<file path="config.mk">
export PLATFORM = sky130hd
export DESIGN_NAME = dram_page_ctrl
export DESIGN_NICKNAME = d
export VERILOG_FILES = /design/src/rtl/dram_ctrl_pkg.sv /design/src/rtl/dram_ctrl_fsm.sv /design/src/rtl/dram_datapath.sv /design/src/rtl/dram_page_ctrl.sv
export SDC_FILE = /design/constraint.sdc
export NUM_CORES = 1
export LEC_CHECK = 0
export CORE_MARGIN = 3
export CORE_UTILIZATION = 35
export DETAILED_ROUTE_END_ITERATION = 7
export PLACE_DENSITY = 0.68
export SYNTH_ARGS = -nofsm -noshare
export SYNTH_HDL_FRONTEND = slang
export SYNTH_SLANG_ARGS = --single-unit
</file>
<file path="constraint.sdc">
create_clock -name clk -period 4 [get_ports clk]
set_input_delay 1.2 -clock clk [delete_from_list [all_inputs] [get_ports clk]]
set_output_delay 1.2 -clock clk [all_outputs]
set_load 0.03 [all_outputs]
</file>
<file path="src/rtl/dram_ctrl_pkg.sv">
package dram_ctrl_pkg;

  typedef enum logic [3:0] {
    ST_IDLE, ST_ROW, ST_COL, ST_GAP, ST_CAS, ST_MERGE, ST_WRSET, ST_WRCAS,
    ST_REFCAS, ST_REFRAS, ST_REFEND, ST_PRE1, ST_PRE2
  } ctrlState_t;

  typedef enum logic [1:0] {
    OWN_NONE, OWN_CPU, OWN_DMA, OWN_REF
  } owner_t;

  // strobes from the sequencer to the address/data path
  typedef struct packed {
    logic capture;   // load address, byte select and write byte
    logic selDma;    // address source is the DMA port
    logic colPhase;  // column half on the address pins
    logic rasOne;    // decoded single row strobe
    logic rasAll;    // all row strobes (refresh)
    logic cas;       // column strobe
    logic we;        // write enable
    logic drive;     // drive the data bus
    logic latchRd;   // capture the read word
    logic merge;     // insert the CPU byte
  } ctrlStrobe_t;

endpackage

</file>
<file path="src/rtl/dram_ctrl_fsm.sv">
module dram_ctrl_fsm
  import dram_ctrl_pkg::*;
#(
  parameter int REF_INTERVAL = 64
) (
  input  logic        clk,
  input  logic        rstN,
  input  logic        cpuRdReq,
  input  logic        cpuWrReq,
  input  logic        dmaReq,
  input  logic        dmaOk,
  output ctrlStrobe_t strobe,
  output logic        cpuDone,
  output logic        dmaDone
);

  localparam int REF_W = (REF_INTERVAL > 2) ? $clog2(REF_INTERVAL) : 1;
  localparam logic [REF_W-1:0] REF_LAST = REF_W'(REF_INTERVAL - 1);

  ctrlState_t state, nextState;
  owner_t     owner, nextOwner;
  logic       isWrite, nextWrite;
  logic       takeRef;
  logic       refPending;
  logic       refWrap;
  logic [REF_W-1:0] refCnt;

  // refresh interval timer: free running, request held until taken
  assign refWrap = (refCnt == REF_LAST);

  always_ff @(posedge clk) begin
    if (!rstN) begin
      refCnt     <= '0;
      refPending <= 1'b0;
    end else begin
      refCnt     <= refWrap ? '0 : refCnt + 1'b1;
      refPending <= refWrap | (refPending & ~takeRef);
    end
  end

  // sequencer: requests and permit looked at only in ST_IDLE
  always_comb begin
    nextState = state;
    nextOwner = owner;
    nextWrite = isWrite;
    takeRef   = 1'b0;
    strobe    = '0;
    unique case (state)
      ST_IDLE: begin
        if (cpuRdReq || cpuWrReq) begin
          nextState      = ST_ROW;
          nextOwner      = OWN_CPU;
          nextWrite      = !cpuRdReq;
          strobe.capture = 1'b1;
        end else if (dmaOk && refPending) begin
          nextState = ST_REFCAS;
          nextOwner = OWN_REF;
          takeRef   = 1'b1;
        end else if (dmaOk && dmaReq) begin
          nextState      = ST_ROW;
          nextOwner      = OWN_DMA;
          nextWrite      = 1'b0;
          strobe.capture = 1'b1;
          strobe.selDma  = 1'b1;
        end
      end
      ST_ROW: begin
        strobe.rasOne = 1'b1;
        nextState     = ST_COL;
      end
      ST_COL: begin
        strobe.rasOne   = 1'b1;
        strobe.colPhase = 1'b1;
        nextState       = ST_GAP;
      end
      ST_GAP: begin
        strobe.rasOne   = 1'b1;
        strobe.colPhase = 1'b1;
        nextState       = ST_CAS;
      end
      ST_CAS: begin
        strobe.rasOne   = 1'b1;
        strobe.colPhase = 1'b1;
        strobe.cas      = 1'b1;
        strobe.latchRd  = 1'b1;
        nextState       = isWrite ? ST_MERGE : ST_PRE1;
      end
      ST_MERGE: begin
        strobe.rasOne   = 1'b1;
        strobe.colPhase = 1'b1;
        strobe.merge    = 1'b1;
        nextState       = ST_WRSET;
      end
      ST_WRSET: begin
        strobe.rasOne   = 1'b1;
        strobe.colPhase = 1'b1;
        strobe.we       = 1'b1;
        strobe.drive    = 1'b1;
        nextState       = ST_WRCAS;
      end
      ST_WRCAS: begin
        strobe.rasOne   = 1'b1;
        strobe.colPhase = 1'b1;
        strobe.we       = 1'b1;
        strobe.drive    = 1'b1;
        strobe.cas      = 1'b1;
        nextState       = ST_PRE1;
      end
      ST_REFCAS: begin
        strobe.cas = 1'b1;
        nextState  = ST_REFRAS;
      end
      ST_REFRAS: begin
        strobe.cas    = 1'b1;
        strobe.rasAll = 1'b1;
        nextState     = ST_REFEND;
      end
      ST_REFEND: begin
        strobe.rasAll = 1'b1;
        nextState     = ST_PRE1;
      end
      ST_PRE1: nextState = ST_PRE2;
      ST_PRE2: begin
        nextState = ST_IDLE;
        nextOwner = OWN_NONE;
      end
      default: begin
        nextState = ST_IDLE;
        nextOwner = OWN_NONE;
      end
    endcase
  end

  always_ff @(posedge clk) begin
    if (!rstN) begin
      state   <= ST_IDLE;
      owner   <= OWN_NONE;
      isWrite <= 1'b0;
    end else begin
      state   <= nextState;
      owner   <= nextOwner;
      isWrite <= nextWrite;
    end
  end

  assign cpuDone = (state == ST_PRE1) && (owner == OWN_CPU);
  assign dmaDone = (state == ST_PRE1) && (owner == OWN_DMA);

endmodule

</file>
<file path="src/rtl/dram_datapath.sv">
module dram_datapath
  import dram_ctrl_pkg::*;
#(
  parameter int PAGE_W = 13,
  parameter int OFS_W  = 11,
  parameter int ROW_W  = 10,
  parameter int BANKS  = 4,
  parameter int DATA_W = 16
) (
  input  logic                clk,
  input  logic                rstN,
  input  ctrlStrobe_t         strobe,
  input  logic [OFS_W:0]      cpuAddr,
  input  logic [PAGE_W-1:0]   cpuPage,
  input  logic [DATA_W/2-1:0] cpuWrData,
  input  logic [OFS_W-1:0]    dmaAddr,
  input  logic [PAGE_W-1:0]   dmaPage,
  input  logic [DATA_W-1:0]   dramDin,
  output logic [ROW_W-1:0]    dramAddr,
  output logic                dramA11,
  output logic [BANKS-1:0]    rasN,
  output logic                casN,
  output logic                weN,
  output logic [DATA_W-1:0]   dramDout,
  output logic                dramDoe,
  output logic [DATA_W-1:0]   rdWord
);

  localparam int WORD_W = PAGE_W + OFS_W;
  localparam int BANK_W = $clog2(BANKS);
  localparam int BYTE_W = DATA_W / 2;
  localparam int BANK_LO = 2 * ROW_W;

  logic [WORD_W-1:0] wordAddr;
  logic              byteHi;
  logic [BYTE_W-1:0] wrByte;
  logic [DATA_W-1:0] dataReg;
  logic [ROW_W-1:0]  rowBits, colBits;
  logic [BANK_W-1:0] bankSel;

  assign rowBits = wordAddr[BANK_LO-1:ROW_W];
  assign colBits = wordAddr[ROW_W-1:0];
  assign bankSel = wordAddr[BANK_LO +: BANK_W];

  always_ff @(posedge clk) begin
    if (!rstN) begin
      wordAddr <= '0;
      byteHi   <= 1'b0;
      wrByte   <= '0;
      dataReg  <= '0;
    end else begin
      if (strobe.capture) begin
        wordAddr <= strobe.selDma ? {dmaPage, dmaAddr} : {cpuPage, cpuAddr[OFS_W:1]};
        byteHi   <= cpuAddr[0];
        wrByte   <= cpuWrData;
      end
      if (strobe.latchRd) begin
        dataReg <= dramDin;
      end else if (strobe.merge) begin
        if (byteHi) dataReg[DATA_W-1:BYTE_W] <= wrByte;
        else        dataReg[BYTE_W-1:0]      <= wrByte;
      end
    end
  end

  // address pin multiplexing: high pin carries the top two word bits
  assign dramAddr = strobe.colPhase ? colBits : rowBits;
  assign dramA11  = strobe.colPhase ? wordAddr[WORD_W-2] : wordAddr[WORD_W-1];

  for (genvar b = 0; b < BANKS; b++) begin : g_ras
    assign rasN[b] = ~(strobe.rasAll | (strobe.rasOne && (bankSel == BANK_W'(b))));
  end

  assign casN     = ~strobe.cas;
  assign weN      = ~strobe.we;
  assign dramDoe  = strobe.drive;
  assign dramDout = dataReg;
  assign rdWord   = dataReg;

endmodule

</file>
<file path="src/rtl/dram_page_ctrl.sv">
module dram_page_ctrl
  import dram_ctrl_pkg::*;
#(
  parameter int PAGE_W       = 13,
  parameter int OFS_W        = 11,
  parameter int ROW_W        = 10,
  parameter int BANKS        = 4,
  parameter int DATA_W       = 16,
  parameter int REF_INTERVAL = 64
) (
  input  logic                clk,
  input  logic                rstN,
  input  logic                cpuRdReq,
  input  logic                cpuWrReq,
  input  logic [OFS_W:0]      cpuAddr,
  input  logic [PAGE_W-1:0]   cpuPage,
  input  logic [DATA_W/2-1:0] cpuWrData,
  input  logic                dmaReq,
  input  logic [OFS_W-1:0]    dmaAddr,
  input  logic [PAGE_W-1:0]   dmaPage,
  input  logic                dmaOk,
  output logic                cpuDone,
  output logic                dmaDone,
  output logic [DATA_W-1:0]   rdWord,
  output logic [ROW_W-1:0]    dramAddr,
  output logic                dramA11,
  output logic [BANKS-1:0]    rasN,
  output logic                casN,
  output logic                weN,
  output logic [DATA_W-1:0]   dramDout,
  output logic                dramDoe,
  input  logic [DATA_W-1:0]   dramDin
);

  ctrlStrobe_t strobe;

  dram_ctrl_fsm #(
    .REF_INTERVAL(REF_INTERVAL)
  ) i_fsm (
    .clk     (clk),
    .rstN    (rstN),
    .cpuRdReq(cpuRdReq),
    .cpuWrReq(cpuWrReq),
    .dmaReq  (dmaReq),
    .dmaOk   (dmaOk),
    .strobe  (strobe),
    .cpuDone (cpuDone),
    .dmaDone (dmaDone)
  );

  dram_datapath #(
    .PAGE_W(PAGE_W),
    .OFS_W (OFS_W),
    .ROW_W (ROW_W),
    .BANKS (BANKS),
    .DATA_W(DATA_W)
  ) i_dp (
    .clk      (clk),
    .rstN     (rstN),
    .strobe   (strobe),
    .cpuAddr  (cpuAddr),
    .cpuPage  (cpuPage),
    .cpuWrData(cpuWrData),
    .dmaAddr  (dmaAddr),
    .dmaPage  (dmaPage),
    .dramDin  (dramDin),
    .dramAddr (dramAddr),
    .dramA11  (dramA11),
    .rasN     (rasN),
    .casN     (casN),
    .weN      (weN),
    .dramDout (dramDout),
    .dramDoe  (dramDoe),
    .rdWord   (rdWord)
  );

endmodule

</file>
==> impl_metrics.ini, run 1 <==
[sta]
min_period_over_period_pct = 91.5
fmax_ghz = 0.273
tns_ns = 0
rsz0062_at_grt = no
drv_slew = 0
tightest_slew_ns = 0.925
hold_slack_ns = 0.459
hold_violations = 0
fin_crit_ns = 3.66
finClkSkew_ns = 0.00864
finalSetupViolCount = 0
relSlewSlack_pct = 38.3

[setup_path]
cp_top_family = buffers and inverters
cp.arrival_ns = 2.46
crit_path_top_delay_cell = clkdlybuf4s50_1
slowest_delay_ns = 0.67
path_buf_inv = 1
rrSetupSlack_ns = 1.79
required_ns = 2.80
path_class = reg2out
crit_chain = nor2_1 -> or2_2 -> mux2_2 -> clkdlybuf4s50_1
crit_fanout = 15
critPathLaunchType = flip-flop
endpoint_kind = output pin

[clock_network]
clkTransAtPathRegs_ns = 0.08
clock_path_buffers = 2
htreeDepth = 3
clock_latency_ns = 0.34
cts_root_buf = clkbuf_8
cts_tree = yes
clock_sinks = 63
postCtsSetupBuffers = 0
cts-resized-gates = 0
numCtsBuffers = 9
cts_hold_buf = 0

[global_route]
grt_pass1_vias = 3085
grt_pass1_wl_um = 15100
grt_max_degree = 61
antenna_found_initial = 0
grt_overflow = 0
track_usage_pct = 18.8

[cells_and_area]
final_common_cell = clkdlybuf4s50_1
fin_nets = 575
area_delta_synth_final_pct = 47.9
n_antenna_cell = 0
post-route-util_pct = 54.2
instances_no_fill = 605
drive_above_1_share_pct = 9.00
fin_area_um2 = 4540
final_cell_mix = clkdlybuf4s50_1, nand2_1, dfxtp_1, o21ai_0, a21oi_1

[synthesis]
ys_ff_latch = 63
avgSynthCellArea_um2 = 7.90
ys.flop_type = dfxtp_1
yosys.area.top_type = dfxtp_1
synth_top_area_share_pct = 41.1
ys_types = 45
async_flop_share_pct = 0
yosysWarnings = 0
netlist_top_cells_area = dfxtp_1, nand2_1, o21ai_0
ys_seq_area_share_pct = 41.1
synth-edff-count = 0
synthCells = 389
synthesis.area_um2 = 3070
syn-num-nets = 469

[floorplan]
io_pins = 131
die_width_um = 99.7
die_area_um2 = 9940
start_util_pct = 36.6
die_h_um = 99.7
num_rows = 33
core_area_um2 = 8380

[routing]
drt_iter0_markers = 99
wl_per_cell_um = 15.0
drtAntennaViolNets = 0
vias = 3160
vias_per_cell = 5.22
first_pass_iters = 5
wl_um = 9070
drc = 0

[power_and_ir_drop]
power_density_nw_per_um2 = 404
p_seq_share_pct = 39.7
switchingPower_w = 0.000560
pwr-share-comb_pct = 27.5
cellLeakagePower_nw = 1.72
internal_power_w = 0.00128
peakVddDrop_uv = 263
power.share.clock_pct = 32.8
switching_share_pct = 30.5

[min_path]
hold_class = reg2reg

[flow_run]
max-cap-violations = 0

[placement]
place_congestion = 0.823
dp_hpwl_um = 6400
dp.cells = 589
portBuffers = 130
placed_area_um2 = 4330

[outcome]
status = completed
-- cell type report --
| cell class | count | area, um2 |
|---|---|---|
| clock buffer | 10 | 128 |
| clock inverter | 6 | 85.1 |
| fill | 800 | 3840 |
| timing repair buffer | 138 | 1370 |
| tap | 105 | 131 |
| sequential | 63 | 1260 |
| multi-input combinational | 281 | 1560 |
| inverter | 2 | 7.51 |
-- worst paths after layout --
| check | startpoint | depth (start not counted) | to |
|---|---|---|---|
| worst max-delay path | i_fsm.state[2] | 4 | dramA11 |
| worst max register to register | i_fsm.state[3] | 5 | i_dp.wordAddr[23] |
| worst min-delay path | i_fsm.refCnt[0] | 1 | i_fsm.refCnt[0] |
| worst min register to register | i_fsm.refCnt[0] | 1 | i_fsm.refCnt[0] |
-- routing by layer --
layer	GRT usage, %	vias to the layer above	share of wire [%]	wire (um)
li1	-	1551	-	-
met1	23.0	1473	43	3920
met2	31.8	129	48	4340
met3	5.89	7	8.2	740
met4	4.73	0	0.76	69
met5	0	-	0	0
-- power by group through the flow --
stage	registers, W	logic, W	clock network, W
after floorplan	0.000742	0.000290	0
after global placement	0.000744	0.000498	0
after detailed placement	0.000743	0.000505	0
after CTS	0.000730	0.000510	0.000621
after global routing	0.000740	0.000550	0.000640
final	0.000730	0.000505	0.000603
-- kinds of logic after synthesis --
kind of cell    after synthesis  synth area share (%)
fa+ha+maj                     1                 0.407
simple gates                133                  20.2
xor+xnor                      4                  1.14
flops                        63                  41.1
buf+inv                      45                  8.43
compound gates              131                  24.4
mux                          12                  4.36
-- worst reg2reg max path, delay by kind of cell, from the launching register on --
family	cells	cell delay [ns]
AO/OA/AOI/OAI	3	0.76
buffers and inverters	1	0.23
flip-flops	1	0.48
AND/OR/NAND/NOR	1	0.67
-- stage by stage --
stage	total power, W	setup WS [ns]
floorplan	0.00103	1.00
global placement	0.00124	0.750
detailed placement	0.00125	0.694
CTS	0.00186	0.320
global route	0.00193	0.215
finish	0.00184	0.341
-- cell usage after synthesis, types with 2 or more instances --
master / count
buf_4: 16
and3_1: 2
o21ai_1: 2
buf_6: 3
o21ai_0: 46
or3_1: 3
nor2_1: 11
dfxtp_1: 63
inv_1: 2
mux2_2: 11
clkbuf_1: 17
or2_2: 3
nor3_1: 3
a31oi_1: 24
nand2b_1: 2
nand2_1: 85
a21oi_1: 38
nor3b_1: 2
xor2_1: 2
and2_1: 3
nor2b_1: 7
a21boi_0: 11
xnor2_1: 2
nand3_1: 5
buf_2: 6
-- registers in the layout, summed over array words and instances (netlist names) --
signal            flops
i_dp.byteHi           1
i_fsm.state           4
i_fsm.isWrite         1
i_fsm.refCnt          6
i_dp.dramDout        16
i_dp.wrByte           8
i_fsm.refPending      1
i_fsm.owner           2
i_dp.wordAddr        24
Power figures use the tool's default switching activity.
==> run 2, diff against run 1 <==
--- a/config.mk
+++ b/config.mk
@@ -8,6 +8,7 @@
 export CORE_MARGIN = 3
 export CORE_UTILIZATION = 35
 export DETAILED_ROUTE_END_ITERATION = 7
+export GPL_TIMING_DRIVEN = 0
 export PLACE_DENSITY = 0.68
 export SYNTH_ARGS = -nofsm -noshare
 export SYNTH_HDL_FRONTEND = slang
==> impl_metrics.ini, run 2 (synthesized netlist as in run 1, its figures left out) <==
[clock_network]
clock_sinks = 63
clock_path_buffers = 2
postCtsSetupBuffers = 0
cts_tree = yes
numCtsBuffers = 9
cts_hold_buf = 0
cts_root_buf = clkbuf_8
clkTransAtPathRegs_ns = 0.06
clock_latency_ns = 0.34
htreeDepth = 3

[cells_and_area]
largest_reg_flops = 24
top_register = i_dp.wordAddr
fin_nets = 608
final_cell_mix = clkdlybuf4s50_1, nand2_1, dfxtp_1, o21ai_0, a21oi_1
post-route-util_pct = 56.1
final_common_cell = clkdlybuf4s50_1
drive_above_1_share_pct = 11.1
instances_no_fill = 637
n_antenna_cell = 0
area_delta_synth_final_pct = 53.1

[global_route]
grt_pass1_wl_um = 16500
grt_max_degree = 11
antenna_found_initial = 0
grt_pass1_vias = 3320
track_usage_pct = 20.7
grt_overflow = 0

[routing]
drt_iter0_markers = 143
vias = 3277
drc = 0
first_pass_iters = 5
drtAntennaViolNets = 0
wl_per_cell_um = 15.4
wl_um = 9780
vias_per_cell = 5.14

[min_path]
min-delay-start = i_fsm.refCnt[0]
hold_depth = 1
hold_class = reg2reg

[flow_run]
max-cap-violations = 0

[floorplan]
die_h_um = 99.7
start_util_pct = 36.6
num_rows = 33
core_area_um2 = 8380
die_width_um = 99.7
io_pins = 131
die_area_um2 = 9940

[sta]
tightest_slew_ns = 0.774
drv_slew = 0
fin_crit_ns = 3.69
finalSetupViolCount = 0
min_period_over_period_pct = 92.4
rsz0062_at_grt = no
fmax_ghz = 0.271
finClkSkew_ns = 0.00622
finalWorstSetupSlack_ns = 0.306
tns_ns = 0
hold_violations = 0
relSlewSlack_pct = 48.1

[setup_path]
path_class = reg2out
required_ns = 2.80
endpoint_kind = output pin
cp.arrival_ns = 2.49
r2r_cells = 6
critPathLaunchType = flip-flop
r2r_start = i_fsm.state[3]
startpoint = i_fsm.state[2]
crit_fanout = 11

[power_and_ir_drop]
peakVddDrop_uv = 197
pwr-share-comb_pct = 28.2
total_power_w = 0.00185
internal_power_w = 0.00130
power.share.clock_pct = 32.6
p_seq_share_pct = 39.2
power_density_nw_per_um2 = 394
switching_share_pct = 30.1
switchingPower_w = 0.000558
cellLeakagePower_nw = 1.83

[placement]
place_congestion = 0.835
dp_hpwl_um = 7550
place_ws_ns = 0.378
dp.cells = 623
portBuffers = 129

[outcome]
status = completed
## run 2: power groups by stage
stage | Clock, W | Combinational, W | Sequential [W]
2_1_floorplan | 0 | 0.000290 | 0.000742
3_3_place_gp | 0 | 0.000518 | 0.000738
3_5_place_dp | 0 | 0.000522 | 0.000741
4_1_cts | 0.000615 | 0.000525 | 0.000727
5_1_grt | 0.000645 | 0.000569 | 0.000734
6_report | 0.000604 | 0.000522 | 0.000727
## run 2: critical path: stages, from the launching register on
cell             delay, ns
dfxtp_1               0.42
buf_2                 0.24
nor2_1                0.10
or2_2                 0.43
mux2_2                0.29
clkdlybuf4s50_1       0.67
## run 2: what timing repair did
action,in CTS,in global routing
endpoints found under the hold margin,0,0
endpoints found under the setup margin,0,10
gates resized for setup,0,0
## run 2: cell type report
class / count / area, um2
Buffer: 42 / 248
Clock buffer: 11 / 141
Clock inverter: 4 / 70.1
Fill cell: 804 / 3680
Inverter: 2 / 7.51
Multi-Input combinational cell: 281 / 1550
Sequential cell: 63 / 1260
Tap cell: 105 / 131
Timing Repair Buffer: 129 / 1290
## run 2: path summary, 6_finish.rpt
path                                     endpoint  slack [ns]
worst max register to register  i_dp.wordAddr[20]        1.82
worst min-delay path              i_fsm.refCnt[0]        0.46
worst max-delay path                      dramA11        0.31
worst min register to register    i_fsm.refCnt[0]        0.46
## run 2: metal layers
layer | track usage [%] | vias up | wire [um]
li1 | - | 1623 | -
met3 | 3.79 | 15 | 762
met2 | 33.2 | 150 | 4570
met4 | 7.14 | 0 | 153
met5 | 0 | - | 0
met1 | 27.8 | 1489 | 4290
## run 2: stage by stage
stage | instance area (um2) | hold slack, ns
floorplan | 3070 | 0.418
global placement | 4490 | 0.433
detailed placement | 4490 | 0.446
CTS | 4710 | 0.457
global route | 4700 | 0.478
finish | 4700 | 0.457
